## src/rtl/shclk_pkg.sv

```systemverilog
package shclk_pkg;

  // Source select encodings (the two-bit code is fixed by the interface)
  typedef enum logic [1:0] {
    SRC_OSC16 = 2'b00,
    SRC_OSC8  = 2'b01,
    SRC_OSC4  = 2'b10,
    SRC_TMR   = 2'b11
  } srcSel_e;

  // Strobes from control to datapath
  typedef struct packed {
    logic    clrDiv;     // restart halving and divide-by-16 stages
    logic    slaveOn;    // bypass all division
    logic    slaveEdge;  // synchronized rising edge of the external clock
    srcSel_e src;        // active source
  } ctrlStrobe_t;

  // Prescaler ratio for a timer prescaler code
  function automatic int unsigned prescRatio(input logic [1:0] code);
    case (code)
      2'd0:    prescRatio = 1;
      2'd1:    prescRatio = 2;
      2'd2:    prescRatio = 8;
      default: prescRatio = 32;
    endcase
  endfunction

endpackage

```

## src/rtl/shclk_ctrl.sv

```systemverilog
module shclk_ctrl
  import shclk_pkg::*;
(
  input  logic        clk,
  input  logic        rstN,
  input  logic [1:0]  srcSel,
  input  logic        slaveMode,
  input  logic        extClk,
  output ctrlStrobe_t strb
);

  logic [1:0] selQ;
  logic       slaveQ;
  logic       syncA, syncB, syncPrev;

  // Remember the configuration so a change can be seen
  always_ff @(posedge clk or negedge rstN) begin
    if (!rstN) begin
      selQ   <= SRC_OSC16;
      slaveQ <= 1'b0;
    end else begin
      selQ   <= srcSel;
      slaveQ <= slaveMode;
    end
  end

  // Two-flop synchronizer plus an edge-history flop
  always_ff @(posedge clk or negedge rstN) begin
    if (!rstN) begin
      syncA    <= 1'b0;
      syncB    <= 1'b0;
      syncPrev <= 1'b0;
    end else begin
      syncA    <= extClk;
      syncB    <= syncA;
      syncPrev <= syncB;
    end
  end

  always_comb begin
    strb.clrDiv    = (srcSel != selQ) || (slaveMode != slaveQ);
    strb.slaveOn   = slaveMode;
    strb.slaveEdge = slaveMode && syncB && !syncPrev;
    strb.src       = srcSel_e'(srcSel);
  end


  // slave_pulse_single_chk
  slave_pulse_single_chk: assert property (@(posedge clk) disable iff (!rstN)
    strb.slaveEdge |=> !strb.slaveEdge);

endmodule

```

## src/rtl/shclk_dp.sv

```systemverilog
module shclk_dp
  import shclk_pkg::*;
#(
  parameter int TMR_W    = 8,
  parameter int OVS_DIV  = 16,
  parameter int TAP_CNT  = 3,
  parameter int PRE_MAX  = 32
) (
  input  logic             clk,
  input  logic             rstN,
  input  ctrlStrobe_t      strb,
  input  logic [1:0]       tmrPresc,
  input  logic [TMR_W-1:0] tmrReload,
  output logic             shiftEn,
  output logic             ovsTick
);

  localparam int OSC_W = TAP_CNT + 1;          // smallest tap divides by 4
  localparam int PRE_W = $clog2(PRE_MAX);
  localparam int OVS_W = $clog2(OVS_DIV);

  // ---------------- fixed oscillator taps ----------------
  logic [OSC_W-1:0]   oscCnt;
  logic [TAP_CNT-1:0] tapTick;

  always_ff @(posedge clk or negedge rstN) begin
    if (!rstN) oscCnt <= '0;
    else       oscCnt <= oscCnt + 1'b1;
  end

  for (genvar g = 0; g < TAP_CNT; g++) begin : gTap
    assign tapTick[g] = &oscCnt[g+1:0];   // divide by 2^(g+2)
  end

  // ---------------- timer: prescaler ----------------
  logic [PRE_W-1:0] preCnt;
  logic [PRE_W-1:0] preLimit;
  logic             preTick;

  assign preLimit = PRE_W'(prescRatio(tmrPresc) - 1);
  assign preTick  = (preCnt >= preLimit);

  always_ff @(posedge clk or negedge rstN) begin
    if (!rstN)        preCnt <= '0;
    else if (preTick) preCnt <= '0;
    else              preCnt <= preCnt + 1'b1;
  end

  // ---------------- timer: reloading down-counter ----------------
  logic [TMR_W-1:0] tmrCnt;
  logic             underflow;

  assign underflow = preTick && (tmrCnt == '0);

  always_ff @(posedge clk or negedge rstN) begin
    if (!rstN)          tmrCnt <= '0;
    else if (underflow) tmrCnt <= tmrReload;
    else if (preTick)   tmrCnt <= tmrCnt - 1'b1;
  end

  // ---------------- halving of the underflow ----------------
  logic half;
  logic tmrTick;

  assign tmrTick = underflow && half;

  always_ff @(posedge clk or negedge rstN) begin
    if (!rstN)            half <= 1'b0;
    else if (strb.clrDiv) half <= 1'b0;
    else if (underflow)   half <= ~half;
  end

  // ---------------- source selection ----------------
  logic srcTick;
  logic masterTick;

  always_comb begin
    case (strb.src)
      SRC_OSC4:  srcTick = tapTick[0];
      SRC_OSC8:  srcTick = tapTick[1];
      SRC_OSC16: srcTick = tapTick[2];
      default:   srcTick = tmrTick;
    endcase
  end

  assign masterTick = srcTick && !strb.clrDiv && !strb.slaveOn;

  // ---------------- common divide-by-16 ----------------
  logic [OVS_W-1:0] divCnt;
  logic             masterShift;

  assign masterShift = masterTick && (divCnt == OVS_W'(OVS_DIV - 1));

  always_ff @(posedge clk or negedge rstN) begin
    if (!rstN)                            divCnt <= '0;
    else if (strb.clrDiv || strb.slaveOn) divCnt <= '0;
    else if (masterTick)                  divCnt <= divCnt + 1'b1;
  end

  // ---------------- registered outputs ----------------
  always_ff @(posedge clk or negedge rstN) begin
    if (!rstN) begin
      ovsTick <= 1'b0;
      shiftEn <= 1'b0;
    end else begin
      ovsTick <= masterTick;
      shiftEn <= strb.slaveOn ? strb.slaveEdge : masterShift;
    end
  end


  // tmr_reload_chk
  tmr_reload_chk: assert property (@(posedge clk) disable iff (!rstN)
    underflow |=> (tmrCnt == $past(tmrReload)));


  // clear_restart_chk
  clear_restart_chk: assert property (@(posedge clk) disable iff (!rstN)
    strb.clrDiv |=> (divCnt == '0) && !half);


  // tap_single_chk
  tap_single_chk: assert property (@(posedge clk) disable iff (!rstN)
    tapTick[0] |=> !tapTick[0]);

endmodule

```

## src/rtl/shclk_gen.sv

```systemverilog
module shclk_gen
  import shclk_pkg::*;
#(
  parameter int TMR_W   = 8,
  parameter int OVS_DIV = 16
) (
  input  logic             clk,
  input  logic             rstN,
  input  logic [1:0]       srcSel,
  input  logic             slaveMode,
  input  logic [1:0]       tmrPresc,
  input  logic [TMR_W-1:0] tmrReload,
  input  logic             extClk,
  output logic             shiftEn,
  output logic             ovsTick
);

  ctrlStrobe_t strb;

  shclk_ctrl u_ctrl (
    .clk       (clk),
    .rstN      (rstN),
    .srcSel    (srcSel),
    .slaveMode (slaveMode),
    .extClk    (extClk),
    .strb      (strb)
  );

  shclk_dp #(
    .TMR_W   (TMR_W),
    .OVS_DIV (OVS_DIV)
  ) u_dp (
    .clk       (clk),
    .rstN      (rstN),
    .strb      (strb),
    .tmrPresc  (tmrPresc),
    .tmrReload (tmrReload),
    .shiftEn   (shiftEn),
    .ovsTick   (ovsTick)
  );


  // slave_quiet_chk
  slave_quiet_chk: assert property (@(posedge clk) disable iff (!rstN)
    slaveMode |=> !ovsTick);


  // shift_aligned_chk
  shift_aligned_chk: assert property (@(posedge clk) disable iff (!rstN)
    (!slaveMode && shiftEn && !$past(slaveMode)) |-> ovsTick);

endmodule

```

## config.mk

```make
export PLATFORM = sky130hd
export DESIGN_NAME = shclk_gen
export DESIGN_NICKNAME = d
export VERILOG_FILES = /design/src/rtl/shclk_pkg.sv /design/src/rtl/shclk_ctrl.sv /design/src/rtl/shclk_dp.sv /design/src/rtl/shclk_gen.sv
export SDC_FILE = /design/constraint.sdc
export NUM_CORES = 1
export LEC_CHECK = 0
export ABC_AREA = 1
export ABC_CLOCK_PERIOD_IN_PS = 3600
export CAP_MARGIN = 20
export CORE_AREA = 2 2 57 59
export CTS_BUF_LIST = sky130_fd_sc_hd__clkbuf_4 sky130_fd_sc_hd__clkbuf_8 sky130_fd_sc_hd__clkbuf_16
export DETAILED_ROUTE_END_ITERATION = 16
export DIE_AREA = 0 0 59 61
export GPL_ROUTABILITY_DRIVEN = 0
export HOLD_SLACK_MARGIN = 0.02
export PLACE_DENSITY = 0.77
export SYNTH_ARGS = -nofsm -noshare
export SYNTH_HDL_FRONTEND = slang
export SYNTH_SLANG_ARGS = --single-unit
```

## constraint.sdc

```tcl
create_clock -name clk -period 3.6 [get_ports clk]
set_input_delay 0.72 -clock clk [delete_from_list [all_inputs] [get_ports clk]]
set_output_delay 0.72 -clock clk [all_outputs]
set_load 0.02 [all_outputs]
```

==> metrics.cfg <==
[layout]
stdcell_area_um2=1880
final_layout_size_suffix_gt1_share_pct=12.1
syn2layout_area_growth_pct=17.2
antenna_cells=0
final_nets=225
utilization_pct=63.5
fillCellCount=256

[job]
cap_violations=0

[pwr]
power_frac_comb_pct=37.6
p_switching_uw=424
p_int_uw=663
peakVddDrop_v=0.000327
power_frac_clock_pct=19.3
power_density_nw_per_um2=580
seqPwrFrac_pct=43.1
total_power_mw=1.09
swShare_pct=39.0
p_leak_nw=0.953

[timing]
hold_viol=0
slew_viol_final=0
max_freq_mhz=370
fin_crit_ps=2700
rsz0062_at_grt=false
fin_skew_ps=5.73
hold_slack_ps=357
max_slew.worst_pin.slew_ps=428
fin_crit_sh_pct=75.1
finalSetupTns_ps=0
setup_viol=0
relSlewSlack_pct=71.2

[detailed_routing]
drt_pre_antenna_iters=5
finalWirelength_um=2990
wl_per_cell_um=12.9
drc=0
vias_per_cell=5.39
dr_total_vias=1251
antenna_left=0
drt-initial-drc-count=60

[yosys]
ys_ff_latch=30
ys_seq_area_share_pct=46.9
syn_area_per_cell_um2=9.20
syn-num-nets=201
synth-edff-count=0
synth_cell_types=28
ys_warn_count=0
netlist_instances=174
yosys_most_used_dff=dfrtp_1
synthTopCellsByArea=dfrtp_1 (47%), ha_1 (8.6%), nand2_1 (7.3%)
yosysTopAreaCell=dfrtp_1
netlist_top_cells_count=nand2_1 (31), dfrtp_1 (30), inv_1 (19), nand3_1 (14), nor2_1 (14)
netlist.area_leader.share_pct=46.9
async_flop_share_pct=100
synth.cell_area_um2=1600
synth_most_common_cell=nand2_1

[grt]
grt_pass1_wl_um=5520
grt_max_degree=31
grt.total_usage_pct=21.1
grt_pass1_vias=1329
antenna_found_initial=0
grt_overflow=0

[floorplanning]
num_rows=20
die_w_um=59
start_util_pct=54.2
num_io_pins=18
die_h_um=61
core_area_um2=2950
die_area_um2=3600

[clock_tree]
cts_resized=0
htree_num_levels=2
postCtsHoldBufs=0
cts_setup_buffers=0
cts_inserted_buffers=5
cts-root-buf=clkbuf_4
clk_pin_slew_ps=90
cts.sinks=30
clockBufferDepth=2
clkLatencyLatePin_ps=320
cts_tree=built

[worst_setup_path]
path_class=input port to register
r2r_slack_ps=1850
crit_arrival_ps=2910
worstPathMaxFanout=17
cp-start-kind=input port
end_kind=register
required_ps=3810

[worst_hold_path]
hold_path.class=register to register

[placement]
placed_cell_area_um2=1810
dp_hpwl_um=2200
portBuffers=17

[run_status]
status=finished clean

-- power by group through the flow --
stage	Clock, mW	Sequential (mW)	Combinational (mW)
global route	0.236	0.480	0.476
floorplan	0	0.459	0.319
finish	0.209	0.469	0.409
CTS	0.219	0.468	0.409
detailed placement	0	0.475	0.404
global placement	0	0.470	0.380
-- worst paths after layout --
kind	cells past startpoint	from	endpoint
setup / recovery	10	tmrPresc[1]	u_dp.tmrCnt[2]
hold / removal	0	u_ctrl.syncA	u_ctrl.syncB
setup reg to reg	7	u_dp.preCnt[2]	u_dp.tmrCnt[2]
hold reg to reg	0	u_ctrl.syncA	u_ctrl.syncB
max in group asynchronous	2	rstN	u_dp.divCnt[1]
min in group asynchronous	2	rstN	u_dp.tmrCnt[6]
-- flip-flops by register name (all words and copies together) (netlist names) --
name and cells:
u_dp.half 1, u_ctrl.syncPrev 1, u_dp.preCnt 5, u_dp.divCnt 4
u_dp.shiftEn 1, u_ctrl.syncA 1, u_ctrl.slaveQ 1, u_dp.oscCnt 4
u_ctrl.selQ 2, u_dp.tmrCnt 8, u_ctrl.syncB 1, u_dp.ovsTick 1
-- cell type report --
class | count | area (µm²) | share of cell area [%]
clock buffers | 7 | 58.8 | 3.14
repair buffers | 18 | 178 | 9.47
clock inverters | 1 | 5.00 | 0.267
inverters | 23 | 86.3 | 4.60
flip-flops and latches | 30 | 751 | 40.0
well taps | 33 | 41.3 | 2.20
multi-input cells | 120 | 756 | 40.3
-- through the flow --
stage | setup slack [ps] | std cells
2_1_floorplan | 1300 | 174
5_1_grt | 805 | 232
6_report | 898 | 232
3_3_place_gp | 712 | 224
4_1_cts | 917 | 232
3_5_place_dp | 609 | 224
-- routing by layer --
metal / vias up / global-route usage, % / wire [µm]
met1: 599 / 23.4 / 1270
li1: 617 / - / -
met4: 0 / 10.7 / 56
met5: - / 0 / 0
met3: 7 / 7.89 / 150
met2: 28 / 35.6 / 1520
-- kinds of logic after synthesis --
group                    after synthesis  share of synthesized area [%]
buffers and inverters                 24                           5.86
AND/OR/NAND/NOR                       76                           25.1
AO/OA/AOI/OAI                         23                           8.05
XOR/XNOR                              10                           5.47
adder cells (fa/ha/maj)               11                           8.60
flip-flops                            30                           46.9
-- worst max-delay path, cell delays in order --
cell,delay [ps]
clkdlybuf4s50_1,430
or2_2,320
ha_1,280
ha_1,290
nand2_1,60
nor2_1,100
nand2_1,100
nand3_4,180
inv_2,110
o31ai_1,320
-- placed cells by master (no fill, tap or decap) --
cell type / instances
xnor2_1: 5
o31ai_1: 1
nor2_2: 1
xor2_1: 5
nand4_1: 4
nand3_2: 1
nand2_4: 2
inv_1: 19
nor2_1: 14
o211ai_1: 2
clkdlybuf4s50_1: 17
clkbuf_4: 6
a21oi_1: 6
o21bai_1: 1
o21ai_1: 3
nor2_4: 1
clkinv_2: 1
inv_2: 4
dfrtp_1: 30
nand2_2: 1
or2_2: 1
buf_4: 1
nor2_8: 1
o21ai_2: 1
nand3b_1: 2
nor3_1: 1
clkbuf_8: 1
o21ai_0: 9
ha_1: 11
nand3_4: 2
nand2_1: 31
nand3_1: 14
Power figures use the tool's default switching activity.
